===== config.mk =====
export PLATFORM = sky130hd
export DESIGN_NAME = drm_strobe_mux
export DESIGN_NICKNAME = d
export VERILOG_FILES = /design/src/rtl/drm_strobe_pkg.sv /design/src/rtl/drm_addr_latch.sv /design/src/rtl/drm_bank_steer.sv /design/src/rtl/drm_col_gate.sv /design/src/rtl/drm_strobe_mux.sv
export SDC_FILE = /design/constraint.sdc
export NUM_CORES = 1
export LEC_CHECK = 0
export ABC_CLOCK_PERIOD_IN_PS = 900
export BUFFER_PORTS_ARGS = -buffer_cell sky130_fd_sc_hd__buf_2
export CORE_MARGIN = 2
export CORE_UTILIZATION = 41
export DETAILED_ROUTE_END_ITERATION = 7
export PLACE_DENSITY_LB_ADDON = 0.2
export SLEW_MARGIN = 20
export SYNTH_ARGS = -nofsm -noshare
export SYNTH_HDL_FRONTEND = slang
export SYNTH_SLANG_ARGS = --single-unit

===== constraint.sdc =====
create_clock -name clk -period 0.9 [get_ports clk]
set_input_delay 0.135 -clock clk [delete_from_list [all_inputs] [get_ports clk]]
set_output_delay 0.135 -clock clk [all_outputs]
set_load 0.02 [all_outputs]

===== src/rtl/drm_strobe_pkg.sv =====
package drm_strobe_pkg;

  // Meaning of the row/column select pin.
  typedef enum logic {
    SEL_COL = 1'b0,
    SEL_ROW = 1'b1
  } addr_sel_e;

  // Wider of two field widths, used to size the shared address bus.
  function automatic int wider(input int a, input int b);
    return (a > b) ? a : b;
  endfunction

endpackage


===== src/rtl/drm_addr_latch.sv =====
// Transparent address latch built from a clocked hold register.
// While the enable is high the live input is forwarded and also captured.
// While it is low, the last captured value is shown.
module drm_addr_latch #(
  parameter int W = 10
) (
  input  logic         clk,
  input  logic         rst_n,
  input  logic         le_i,
  input  logic [W-1:0] d_i,
  output logic [W-1:0] q_o
);

  logic [W-1:0] hold_q;

  always_ff @(posedge clk) begin
    if (!rst_n) begin
      hold_q <= '0;
    end else if (le_i) begin
      hold_q <= d_i;
    end
  end

  assign q_o = le_i ? d_i : hold_q;

endmodule


===== src/rtl/drm_bank_steer.sv =====
// Routes the host row strobe to one bank. All other banks are held high.
module drm_bank_steer #(
  parameter int BANKS  = 4,
  parameter int BANK_W = (BANKS > 1) ? $clog2(BANKS) : 1
) (
  input  logic [BANK_W-1:0] bank_i,
  input  logic              ras_in_n,
  output logic [BANKS-1:0]  ras_n_o
);

  for (genvar b = 0; b < BANKS; b++) begin : g_bank
    assign ras_n_o[b] = (bank_i == BANK_W'(b)) ? ras_in_n : 1'b1;
  end

endmodule


===== src/rtl/drm_col_gate.sv =====
// Address multiplexer plus the CAS interlock and the WE pass-through.
module drm_col_gate
  import drm_strobe_pkg::*;
#(
  parameter int ROW_W  = 10,
  parameter int COL_W  = 10,
  parameter int ADDR_W = wider(ROW_W, COL_W)
) (
  input  logic              rc_sel_i,
  input  logic [ROW_W-1:0]  row_i,
  input  logic [COL_W-1:0]  col_i,
  input  logic              cas_in_n,
  input  logic              win_n,
  output logic [ADDR_W-1:0] addr_o,
  output logic              cas_n_o,
  output logic              we_n_o
);

  addr_sel_e sel;
  assign sel = addr_sel_e'(rc_sel_i);

  always_comb begin
    if (sel == SEL_ROW) begin
      addr_o  = ADDR_W'(row_i);
      cas_n_o = 1'b1;
    end else begin
      addr_o  = ADDR_W'(col_i);
      cas_n_o = cas_in_n;
    end
  end

  assign we_n_o = win_n;

endmodule


===== src/rtl/drm_strobe_mux.sv =====
module drm_strobe_mux
  import drm_strobe_pkg::*;
#(
  parameter int ROW_W  = 10,
  parameter int COL_W  = 10,
  parameter int BANKS  = 4,
  parameter int BANK_W = (BANKS > 1) ? $clog2(BANKS) : 1,
  parameter int ADDR_W = wider(ROW_W, COL_W)
) (
  input  logic              clk,
  input  logic              rst_n,
  input  logic [ROW_W-1:0]  row_bus_i,
  input  logic [BANK_W-1:0] bank_bus_i,
  input  logic [COL_W-1:0]  col_bus_i,
  input  logic              row_le_i,
  input  logic              col_le_i,
  input  logic              rc_sel_i,
  input  logic              ras_in_n,
  input  logic              cas_in_n,
  input  logic              win_n,
  output logic [BANKS-1:0]  ras_n_o,
  output logic              cas_n_o,
  output logic              we_n_o,
  output logic [ADDR_W-1:0] addr_o
);

  localparam int RB_W = ROW_W + BANK_W;

  logic [RB_W-1:0]   rb_q;
  logic [ROW_W-1:0]  row_q;
  logic [BANK_W-1:0] bank_q;
  logic [COL_W-1:0]  col_q;

  // The bank number travels with the row address through one latch.
  drm_addr_latch #(.W(RB_W)) u_row_latch (
    .clk   (clk),
    .rst_n (rst_n),
    .le_i  (row_le_i),
    .d_i   ({bank_bus_i, row_bus_i}),
    .q_o   (rb_q)
  );

  assign row_q  = rb_q[ROW_W-1:0];
  assign bank_q = rb_q[RB_W-1:ROW_W];

  drm_addr_latch #(.W(COL_W)) u_col_latch (
    .clk   (clk),
    .rst_n (rst_n),
    .le_i  (col_le_i),
    .d_i   (col_bus_i),
    .q_o   (col_q)
  );

  drm_bank_steer #(.BANKS(BANKS), .BANK_W(BANK_W)) u_steer (
    .bank_i   (bank_q),
    .ras_in_n (ras_in_n),
    .ras_n_o  (ras_n_o)
  );

  drm_col_gate #(.ROW_W(ROW_W), .COL_W(COL_W), .ADDR_W(ADDR_W)) u_gate (
    .rc_sel_i (rc_sel_i),
    .row_i    (row_q),
    .col_i    (col_q),
    .cas_in_n (cas_in_n),
    .win_n    (win_n),
    .addr_o   (addr_o),
    .cas_n_o  (cas_n_o),
    .we_n_o   (we_n_o)
  );

endmodule


* After elaboration in Yosys (flattened, before gate mapping)
Cells that the tools add are included.
Word-level totals: register bits 22, logic and storage cells 14, output and inout port bits 16
Cells by class: muxes and demuxes 8, eq/ne operators 3, reduce and logical (&&, ||, !) cells 1
Operators by type and width (count):
- $mux 10 | 2
- $mux 12 | 1
- $mux 1 | 5
- $eq 2x2->1 const B | 2
- $eq 2x1->1 const B | 1
- $logic_not 2->1 | 1

* Longest topological paths before layout
word-level depth 3, depth in mapped cells 3, gate-level depth less buffers 2

* Hierarchy
A second synthesis with hierarchy kept.
Unflattened totals: cell total of the unflattened synthesis 86, area, all modules 1134.8 um^2
By module, submodules not included:
- drm_addr_latch (u_row_latch) | cells an instance 38, area an instance 505.5 um^2, instances 1
- drm_addr_latch (u_col_latch) | cells an instance 31, area an instance 426.7 um^2, instances 1
- drm_col_gate | cells an instance 13, area an instance 171.4 um^2, instances 1
- drm_bank_steer | cells an instance 4, area an instance 31.3 um^2, instances 1

* Least setup slack after synthesis
Ideal clock, no wire load.
path kind register -> output, from register u_row_latch.hold_q[11], to output ras_n_o[2], path slack -0.162 ns, arrival 0.927 ns, path buffers 0, cell stages (with the launch flop) 3, path through dfxtp_1 > or3b_1 > a21o_1
Between the ends: cells in the longest elaborated chain, start to end 3
Ends and longest elaborated chain:
- start, declared | RTL line drm_addr_latch.sv:14 | logic [W-1:0] hold_q;
- start signal, assigned | RTL line drm_addr_latch.sv:20 | hold_q <= d_i;
- $mux 12 | RTL line drm_addr_latch.sv:24 | assign q_o = le_i ? d_i : hold_q;
- $eq 2x2->1 | RTL line drm_bank_steer.sv:12 | assign ras_n_o[b] = (bank_i == BANK_W'(b)) ? ras_in_n : 1'b1;
- $mux 1 | RTL line drm_bank_steer.sv:12
- end, declared | RTL line drm_strobe_mux.sv:21 | output logic [BANKS-1:0] ras_n_o,
No other way between the ends.

* Final worst setup path
from register u_row_latch.hold_q[10], to output ras_n_o[1]
Between the ends: cells in the longest elaborated chain, start to end 3
Ends and longest elaborated chain (RTL line):
- $mux 12 | drm_addr_latch.sv:24
- $eq 2x1->1 | drm_bank_steer.sv:12
- $mux 1 | drm_bank_steer.sv:12
No other way between the ends.

==> flow_summary.json <==
{
  "nets": 187,
  "clk_pin_slew_ns": 0.12,
  "finalClockSkew_ns": 0,
  "coreArea_sq_um": 2430,
  "crit_fanout": 3,
  "cts.sinks": 22,
  "swShare_pct": 27.3,
  "final_core_utilization_pct": 67.9,
  "finalSetupViolations": 14,
  "num_antenna_cells": 0,
  "synth_seq_cells": 22,
  "violations": "setup timing",
  "pwr_density_cell_nw_per_um2": 1370,
  "grt_pass1_vias": 868,
  "die_x_um": 54.2,
  "worstHoldPathType": "in -> reg",
  "io_pins": 46,
  "grt_overflow_total": 0,
  "drt-total-wl_mm": 2.32,
  "h-tree-depth": 1,
  "die_h_um": 54.2,
  "vias": 896,
  "worstMarginPinSlew_ns": 0.449,
  "globalplace.congestion": 0.711,
  "cts_max_path_buffers": 2,
  "route.detailed.drc": 0,
  "tritoncts": "yes",
  "synth_top_area_cell": "dfxtp_1",
  "synthTopCellsByArea": "dfxtp_1 43%, mux2i_1 31%, nor2b_1 13%, a21o_1 2.2%, nand3b_1 2.2%",
  "critPathCaptureType": "output port",
  "clkPwrFrac_pct": 23.6,
  "hold_viol_final": 0,
  "die_area_sq_um": 2940,
  "maxCapViolCount": 0,
  "outcome": "finished, violations left",
  "insertion_delay_ns": 0.30,
  "initial_core_util_pct": 42.5,
  "drt_iter0_markers": 6,
  "netlist_area_sq_um": 1030,
  "row_count": 18,
  "drive_gt1_share_pct": 62.8,
  "pwr-share-comb_pct": 29.5,
  "grt_first_pass_wirelength_mm": 3.68,
  "fin_crit_sh_pct": 161,
  "p_leak_nw": 0.719,
  "synth_top_cell_area_share_pct": 42.6,
  "yosys_warnings": 0,
  "grt_use_total_pct": 17.7,
  "period_needed_ns": 1.45,
  "setup_slack_ns": -0.552,
  "fmax_mhz": 689,
  "path_class": "reg -> out",
  "hpwl_mm": 1.62,
  "rsz0062_at_grt": "yes",
  "drtPass1Iterations": 2,
  "p_switching_w": 0.000619,
  "io_buffers": 43,
  "ant_nets": 0,
  "tns_ns": -5.19,
  "syn_nets": 126,
  "avgSynthCellArea_sq_um": 10.8,
  "grt_max_degree": 23,
  "drv_slew": 0,
  "start_kind": "register",
  "cts_hold_buffers": 0,
  "ir_drop_v": 0.00122,
  "relSlewSlack_pct": 70.0,
  "wl_per_cell_um": 12.5,
  "antenna_found_initial": 0,
  "viasPerCell": 4.82,
  "critPathArrivalTime_ns": 1.32,
  "seq_area_frac_synth_pct": 42.6,
  "p_int_w": 0.00165,
  "syn_inst": 96,
  "required_ns": 0.76,
  "yosysUniqueCellTypes": 15,
  "cts-root-buf": "clkbuf_4",
  "seqPwrFrac_pct": 46.9,
  "syn_to_final_growth_pct": 59.8,
  "numCtsBuffers": 3
}
[path summary, 6_finish.rpt]
path | to | depth (start not counted) | slack (ns) | from
min reg2reg | u_row_latch.hold_q[0] | 2 | 0.55 | u_row_latch.hold_q[0]
max | ras_n_o[1] | 3 | -0.55 | u_row_latch.hold_q[10]
max reg2reg | u_col_latch.hold_q[0] | 4 | 0.04 | u_col_latch.hold_q[0]
min | u_row_latch.hold_q[9] | 3 | 0.13 | row_bus_i[9]
[cells by family after synthesis]
| group | Yosys count | synth area share, % |
|---|---|---|
| compound gates | 4 | 2.91 |
| simple gates | 31 | 19.5 |
| buf+inv | 7 | 4.00 |
| flops | 22 | 42.6 |
| mux | 32 | 31.0 |
[area by class of cell]
cell class                 count  area [sq um]
fill                         200           781
multi-input combinational     67           708
sequential                    22           452
timing repair buffer          63           418
tap                           30          37.5
clock buffer                   4          36.3
[layout by cell type (no fill, tap or decap)]
cell type  count
nor2b_1       22
or3b_1         2
buf_2         36
clkbuf_4       3
dfxtp_2        9
mux2i_1       13
o21bai_2       1
nor3_4         1
nand3b_1       3
dfxtp_1       13
or2_2          1
nand3_1        1
buf_6          6
clkbuf_8       1
a21o_1         3
buf_4         20
nor3b_1        1
buf_12         1
mux2i_4        8
mux2i_2       11
[worst max-delay path: stages, from the launching register on]
cell     delay [ns]
dfxtp_2        0.35
or3b_1         0.35
a21o_1         0.16
buf_2          0.15
[Yosys cell counts (all sizes together)]
master  number
o21bai       1
nor2b       22
or3b         2
or2          1
a21o         3
nand3b       3
clkbuf       2
nand3        1
buf          5
mux2i       32
nor3         1
nor3b        1
dfxtp       22
[power groups by stage]
stage	clock [W]	sequential, W	combinational, W
final	0.000536	0.00106	0.000670
after global routing	0.000604	0.00107	0.000721
after CTS	0.000553	0.00106	0.000656
after detailed placement	0	0.00107	0.000557
after global placement	0	0.00107	0.000542
after floorplan	0	0.00107	0.000350
[metal layers]
| metal | global-route usage (%) | vias up | wire length, um | share of wire [%] |
|---|---|---|---|---|
| li1 | - | 447 | - | - |
| met1 | 19.6 | 427 | 962 | 41 |
| met2 | 33.5 | 20 | 1250 | 54 |
| met3 | 2.50 | 2 | 94 | 4.0 |
| met4 | 6.25 | 0 | 15 | 0.65 |
| met5 | 0 | - | 0 | 0 |
[per-stage QoR]
| stage | instance area [sq um] | setup WS, ns | hold WS (ns) | total power (W) | cells |
|---|---|---|---|---|---|
| 4_1_cts | 1620 | -0.572 | 0.118 | 0.00227 | 187 |
| 3_5_place_dp | 1430 | -0.350 | 0.270 | 0.00163 | 177 |
| 3_3_place_gp | 1430 | -0.321 | 0.270 | 0.00161 | 177 |
| 2_1_floorplan | 1100 | -0.115 | 0.263 | 0.00142 | 96 |
| 5_1_grt | 1650 | -0.611 | 0.135 | 0.00239 | 186 |
| 6_report | 1650 | -0.552 | 0.132 | 0.00227 | 186 |
[registers in the layout (all words and copies together), names as in the netlist]
| register | count |
|---|---|
| u_row_latch.hold_q | 12 |
| u_col_latch.hold_q | 10 |
[timing repair]
action / 4_1_cts / 5_1_grt
pin swaps: 0 / 0
setup endpoints to repair: 15 / 18
buffers inserted: 6 / 1
resized for setup: 27 / 10
(Power assumes the default switching activity.)
